`src/rtl/pes_pkg.sv`:
```
package pes_pkg;
  typedef enum logic [1:0] {
    SEQ_IDLE   = 2'd0,
    SEQ_SETTLE = 2'd1,
    SEQ_TRACK  = 2'd2,
    SEQ_REARM  = 2'd3
  } seq_st_t;
endpackage

```
`src/rtl/pes_sat_cnt.sv`:
```
module pes_sat_cnt #(
  parameter int W = 12
) (
  input  logic         clk,
  input  logic         rst_n,
  input  logic         clr,
  input  logic         inc,
  output logic [W-1:0] val
);
  always_ff @(posedge clk) begin
    if (!rst_n || clr) val <= '0;
    else if (inc && (val != {W{1'b1}})) val <= val + 1'b1;
  end
endmodule

```
`src/rtl/pes_slot_bank.sv`:
```
module pes_slot_bank #(
  parameter int SLOTS = 4,
  parameter int BW    = 12,
  parameter int CW    = 5,
  localparam int SW   = (SLOTS > 1) ? $clog2(SLOTS) : 1,
  localparam int PW   = $clog2(SLOTS + 1)
) (
  input  logic          clk,
  input  logic          rst_n,
  input  logic          clr,
  input  logic          wr,
  input  logic [BW-1:0] wr_bunch,
  input  logic [CW-1:0] wr_cnt,
  input  logic          rng_wr,
  input  logic          rng_val,
  input  logic          freeze,
  input  logic          rd_ready,
  output logic          full,
  output logic          rd_valid,
  output logic [SW-1:0] rd_idx,
  output logic [BW-1:0] rd_bunch,
  output logic          rd_range,
  output logic [CW-1:0] rd_cnt
);
  logic [PW-1:0]       wr_ptr, rd_ptr;
  logic [SLOTS*BW-1:0] b_flat;
  logic [SLOTS*CW-1:0] c_flat;
  logic [SLOTS-1:0]    r_flat;

  for (genvar g = 0; g < SLOTS; g++) begin : gen_slot
    logic [BW-1:0] b_q;
    logic [CW-1:0] c_q;
    logic          r_q;
    always_ff @(posedge clk) begin
      if (!rst_n || clr) begin
        b_q <= '0;
        c_q <= '0;
        r_q <= 1'b0;
      end else if (wr && wr_ptr == PW'(g)) begin
        b_q <= wr_bunch;
        c_q <= wr_cnt;
        r_q <= 1'b0;
      end else if (rng_wr && wr_ptr == PW'(g + 1)) begin
        r_q <= rng_val;
      end
    end
    assign b_flat[g*BW +: BW] = b_q;
    assign c_flat[g*CW +: CW] = c_q;
    assign r_flat[g]          = r_q;
  end

  always_ff @(posedge clk) begin
    if (!rst_n || clr) begin
      wr_ptr <= '0;
      rd_ptr <= '0;
    end else begin
      if (wr && !full) wr_ptr <= wr_ptr + 1'b1;
      if (rd_valid && rd_ready) rd_ptr <= rd_ptr + 1'b1;
    end
  end

  assign full     = (wr_ptr == PW'(SLOTS));
  assign rd_valid = freeze && (rd_ptr < wr_ptr);
  assign rd_idx   = SW'(rd_ptr);
  assign rd_bunch = b_flat[rd_idx*BW +: BW];
  assign rd_cnt   = c_flat[rd_idx*CW +: CW];
  assign rd_range = r_flat[rd_idx];
endmodule

```
`src/rtl/pix_evseq.sv`:
```
module pix_evseq
  import pes_pkg::*;
#(
  parameter int BUNCH_W    = 12,
  parameter int EVCNT_W    = 5,
  parameter int SLOTS      = 4,
  parameter int SETTLE_CYC = 15,
  parameter int HOLD_CYC   = 100,
  localparam int SW        = (SLOTS > 1) ? $clog2(SLOTS) : 1,
  localparam int TMR_W     = $clog2(HOLD_CYC + 1)
) (
  input  logic               clk,
  input  logic               rst_n,
  input  logic               bx_strobe,
  input  logic               train_start,
  input  logic               train_end,
  input  logic               evt_disc,
  input  logic               rng_disc,
  output logic               rst_hg,
  output logic               rst_lg,
  output logic               track,
  output logic               strb_time,
  output logic               strb_range,
  output logic               strb_count,
  output logic               ready,
  output logic [EVCNT_W-1:0] evt_count,
  output logic               out_valid,
  input  logic               out_ready,
  output logic [SW-1:0]      out_slot,
  output logic [BUNCH_W-1:0] out_bunch,
  output logic               out_range,
  output logic [EVCNT_W-1:0] out_evcnt
);
  seq_st_t            st;
  logic [TMR_W-1:0]   tmr;
  logic               rng_acc, evt_q, train_act, frozen;
  logic [BUNCH_W-1:0] bunch;
  logic [EVCNT_W-1:0] ev_nxt;
  logic               full, trig_edge, abort, accept, ev_inc, rng_wr;

  assign trig_edge = evt_disc && !evt_q;
  assign abort     = train_start || train_end;
  assign ev_inc    = trig_edge && train_act && !abort;
  assign accept    = ev_inc && (st == SEQ_IDLE) && !full;
  assign ev_nxt    = (evt_count == {EVCNT_W{1'b1}}) ? evt_count : evt_count + 1'b1;
  assign rng_wr    = (st == SEQ_SETTLE) && !abort && (tmr == TMR_W'(SETTLE_CYC));
  assign ready     = (st == SEQ_IDLE) && train_act && !full;

  pes_sat_cnt #(.W(BUNCH_W)) u_bunch_cnt (
    .clk(clk), .rst_n(rst_n), .clr(train_start),
    .inc(bx_strobe && train_act), .val(bunch)
  );

  pes_sat_cnt #(.W(EVCNT_W)) u_evt_cnt (
    .clk(clk), .rst_n(rst_n), .clr(train_start),
    .inc(ev_inc), .val(evt_count)
  );

  pes_slot_bank #(.SLOTS(SLOTS), .BW(BUNCH_W), .CW(EVCNT_W)) u_slots (
    .clk(clk), .rst_n(rst_n), .clr(train_start),
    .wr(accept), .wr_bunch(bunch), .wr_cnt(ev_nxt),
    .rng_wr(rng_wr), .rng_val(rng_acc || rng_disc),
    .freeze(frozen), .rd_ready(out_ready), .full(full),
    .rd_valid(out_valid), .rd_idx(out_slot), .rd_bunch(out_bunch),
    .rd_range(out_range), .rd_cnt(out_evcnt)
  );

  // Train window and freeze flag
  always_ff @(posedge clk) begin
    if (!rst_n) begin
      train_act <= 1'b0;
      frozen    <= 1'b0;
      evt_q     <= 1'b0;
    end else begin
      evt_q <= evt_disc;
      if (train_start) begin
        train_act <= 1'b1;
        frozen    <= 1'b0;
      end else if (train_end) begin
        train_act <= 1'b0;
        frozen    <= 1'b1;
      end
    end
  end

  // Settle / track / hold / re-arm sequence
  always_ff @(posedge clk) begin
    if (!rst_n) begin
      st         <= SEQ_IDLE;
      tmr        <= '0;
      rng_acc    <= 1'b0;
      track      <= 1'b0;
      rst_hg     <= 1'b0;
      rst_lg     <= 1'b1;
      strb_time  <= 1'b0;
      strb_count <= 1'b0;
      strb_range <= 1'b0;
    end else begin
      rst_hg     <= 1'b0;
      strb_time  <= 1'b0;
      strb_count <= 1'b0;
      strb_range <= 1'b0;
      unique case (st)
        SEQ_IDLE: begin
          if (accept) begin
            st         <= SEQ_SETTLE;
            tmr        <= TMR_W'(1);
            rng_acc    <= rng_disc;
            rst_lg     <= 1'b0;
            strb_time  <= 1'b1;
            strb_count <= 1'b1;
          end else if (bx_strobe) begin
            rst_hg <= 1'b1;
            rst_lg <= 1'b0;
          end
        end
        SEQ_SETTLE: begin
          if (abort) begin
            st <= SEQ_REARM;
          end else begin
            tmr     <= tmr + 1'b1;
            rng_acc <= rng_acc || rng_disc;
            if (tmr == TMR_W'(SETTLE_CYC)) begin
              st         <= SEQ_TRACK;
              track      <= 1'b1;
              strb_range <= 1'b1;
            end
          end
        end
        SEQ_TRACK: begin
          if (abort || tmr == TMR_W'(HOLD_CYC)) begin
            st    <= SEQ_REARM;
            track <= 1'b0;
          end else begin
            tmr <= tmr + 1'b1;
          end
        end
        SEQ_REARM: begin
          if (bx_strobe) begin
            st     <= SEQ_IDLE;
            rst_hg <= 1'b1;
            rst_lg <= 1'b1;
          end
        end
        default: st <= SEQ_IDLE;
      endcase
    end
  end
endmodule

```
`config.mk`:
```
export PLATFORM = sky130hd
export DESIGN_NAME = pix_evseq
export DESIGN_NICKNAME = d
export VERILOG_FILES = /design/src/rtl/pes_pkg.sv /design/src/rtl/pes_sat_cnt.sv /design/src/rtl/pes_slot_bank.sv /design/src/rtl/pix_evseq.sv
export SDC_FILE = /design/constraint.sdc
export NUM_CORES = 1
export LEC_CHECK = 0
export BUFFER_PORTS_ARGS = -buffer_cell sky130_fd_sc_hd__buf_2
export CELL_PAD_IN_SITES_DETAIL_PLACEMENT = 1
export CELL_PAD_IN_SITES_GLOBAL_PLACEMENT = 1
export CORE_ASPECT_RATIO = 0.7
export CORE_UTILIZATION = 50
export DETAILED_ROUTE_END_ITERATION = 8
export HOLD_SLACK_MARGIN = 0.12
export PLACE_DENSITY = 0.95
export SYNTH_ARGS = -nofsm -noshare
export SYNTH_HDL_FRONTEND = slang
export SYNTH_HIERARCHICAL = 1
export SYNTH_SLANG_ARGS = --single-unit
```
`constraint.sdc`:
```
create_clock -name clk -period 4.5 [get_ports clk]
set_input_delay 1.125 -clock clk [delete_from_list [all_inputs] [get_ports clk]]
set_output_delay 1.125 -clock clk [all_outputs]
set_load 0.01 [all_outputs]
```
==> results.yml <==
status:
  status: "finished clean"
power_and_ir_drop:
  power.density_mw_per_mm2: 410.4
  power_w: 0.002638
  p_leak_nw: 2.302
  ir_worst_vdd_v: 0.0002892
synthesis:
  synth_flop_cell: "dfxtp_1"
  synth_seq_cells: 113
  synthCells: 625
  yosysSeqAreaShare: 0.4029
  synthDistinctLibCells: 69
  synth_edf_count: 0
  synth_nets: 652
  ys_async_sr_fraction: 0
  ys_warn_count: 6
  syn_area_mm2: 0.005614
  synth_area_per_cell_um2: 8.983
cts:
  h-tree-depth: 4
  insertion_delay_ns: 0.41
  tritoncts: "built"
  cts_setup_buffers: 0
  ctsResizeCount: 0
  clkSinkCount: 113
  clkTransAtPathRegs_ns: 0.05
  cts_root_buf: "clkbuf_16"
  cts_hold_repair.buffers: 0
  ctsLongestPathBuffers: 2
  numCtsBuffers: 17
worst_setup_path:
  slowest_delay_ns: 0.92
  crit_required_ns: 3.38
  worstSetupPathType: "register to output pin"
  crit_chain: "buf_4 -> mux4_2 -> buf_2"
  cp-end-kind: "output pin"
  worstPathMaxFanout: 14
  startpoint_type: "register"
  cp_slowest_cell: "dfxtp_1"
  crit_arrival_ns: 2.38
place:
  dp.cells: 783
  port_buffers: 40
  hpwl_um: 11170
  gp_congestion: 0.8339
floorplan:
  fp.dieH_um: 90.66
  start_util: 0.5283
  fp.dieW_um: 128.7
  die_area_mm2: 0.01166
  num_rows: 31
  boundaryPins: 41
  core-area_mm2: 0.01063
timing:
  period_share: 0.7781
  tightest_slew_ns: 1.288
  slew_viol_final: 0
  tns_ns: 0
  finalSetupViolCount: 0
  hold_viol_final: 0
  hold_ws_ns: 0.4583
  fmax_ghz: 0.2856
  min_period_ns: 3.501
  finClkSkew_ns: 0.007367
  rsz0062_at_grt: "no"
  relSlewSlack: 0.1333
hold_path:
  hold_class: "register to register"
drt:
  drt-initial-drc-count: 530
  vias: 5226
  antenna_left: 0
  wl_per_cell_um: 23.93
  wirelength_um: 19480
  drc: 0
  drt_pre_antenna_iters: 5
  vias_per_cell: 6.420
cells_and_area:
  final_common_cell: "nand2_1"
  final_nets: 681
  drive_gt1_frac: 0.2060
  final_cells: 814
  layout_common_cells: "nand2_1 (168), dfxtp_1 (113), a21oi_1 (65)"
  area_growth_pct: 14.51
global_routing:
  grt_overflow_total: 0
  grt_pass1_vias: 5525
  grt_usage: 0.3534
  antenna_found_initial: 1
  grt_max_degree: 29
  grt_first_pass_wirelength_um: 30750
flow_run:
  maxCapViolCount: 0
[Yosys cell counts (4+ instances only)]
| cell | instances | area, µm² |
|---|---|---|
| nor2_1 | 23 | 86.33 |
| a31oi_1 | 10 | 62.56 |
| nand3_1 | 12 | 60.06 |
| buf_2 | 9 | 45.04 |
| nand2b_1 | 8 | 50.05 |
| ha_1 | 19 | 237.7 |
| nand2_1 | 168 | 630.6 |
| mux4_2 | 18 | 405.4 |
| a21oi_1 | 65 | 325.3 |
| a211oi_1 | 5 | 37.54 |
| nand3b_1 | 6 | 45.04 |
| and2_1 | 7 | 43.79 |
| buf_4 | 11 | 82.58 |
| mux2i_1 | 10 | 100.1 |
| dfxtp_1 | 113 | 2262 |
| xnor2_1 | 4 | 35.03 |
| nand4_1 | 6 | 37.54 |
| nor3_1 | 6 | 30.03 |
| clkbuf_1 | 8 | 30.03 |
| o21ai_0 | 9 | 45.04 |
| inv_1 | 15 | 56.30 |
| buf_6 | 6 | 67.56 |
| a21oi_2 | 18 | 157.7 |
[worst max-delay path, delay by kind of cell, from the launching register on]
family | cells | cell delay [ns]
muxes | 1 | 0.54
DFF | 1 | 0.92
buffers and inverters | 2 | 0.49
[worst paths after layout]
kind | startpoint | end | slack, ns | cells after the start
setup / recovery | u_slots/rd_ptr[0] | out_bunch[3] | 1.0 | 3
hold / removal | u_slots/gen_slot[3].b_q[8] | u_slots/gen_slot[3].b_q[8] | 0.46 | 2
setup reg to reg | u_slots/wr_ptr[0] | u_slots/gen_slot[0].b_q[2] | 1.29 | 9
hold reg to reg | u_slots/gen_slot[3].b_q[8] | u_slots/gen_slot[3].b_q[8] | 0.46 | 2
[where the power goes]
| part | total, W | switching, W | internal (W) |
|---|---|---|---|
| clock | 0.00141 | 0.000472 | 0.000937 |
| sequential | 0.00103 | 0.0000153 | 0.00102 |
| combinational | 0.000198 | 0.000134 | 0.0000638 |
[layout make-up]
| type | count | area (µm²) |
|---|---|---|
| diodes | 1 | 2.502 |
| clock buffers | 25 | 505.5 |
| clock inverters | 5 | 100.1 |
| fillers | 1247 | 4199 |
| inverters | 16 | 60.06 |
| multi-input cells | 460 | 3068 |
| flip-flops and latches | 113 | 2262 |
| well taps | 148 | 185.2 |
| repair buffers | 46 | 245.2 |
[state kept, by name, summed over array words and instances (netlist names)]
signal,count
frozen,1
evt_q,1
track,1
u_slots/gen_slot.r_q,4
u_slots/gen_slot.b_q,48
st,2
u_bunch_cnt/val,12
strb_range,1
u_evt_cnt/val,5
rng_acc,1
rst_lg,1
train_act,1
tmr,7
u_slots/gen_slot.c_q,20
u_slots/rd_ptr,3
rst_hg,1
strb_count,1
u_slots/wr_ptr,3
[routing by layer]
layer | part of all wire | GRT usage
met4 | 0.034 | 0.1843
met5 | 0 | 0
met2 | 0.50 | 0.5842
met3 | 0.066 | 0.08235
met1 | 0.40 | 0.4271
[through the flow]
stage / area (µm²) / setup slack, ns / util
2_1_floorplan: 5614 / 1.797 / -
3_3_place_gp: 5821 / 1.342 / 0.5477
3_5_place_dp: 5821 / 1.167 / 0.5477
4_1_cts: 6426 / 0.9657 / 0.6047
5_1_grt: 6429 / 0.8880 / 0.6049
6_report: 6429 / 0.9987 / 0.6049
[logic make-up (layout without fill, tap and decap cells)]
logic type | count (synthesis) | after routing | synth area share
AO/OA/AOI/OAI | 129 | 129 | 0.1560
other | 0 | 1 | 0
XOR/XNOR | 7 | 7 | 0.01092
adder cells (fa/ha/maj) | 19 | 19 | 0.04234
buffers and inverters | 52 | 92 | 0.05215
AND/OR/NAND/NOR | 275 | 275 | 0.2416
multiplexers | 30 | 30 | 0.09405
flip-flops | 113 | 113 | 0.4029
No activity file was read; power rests on OpenSTA's default activity.
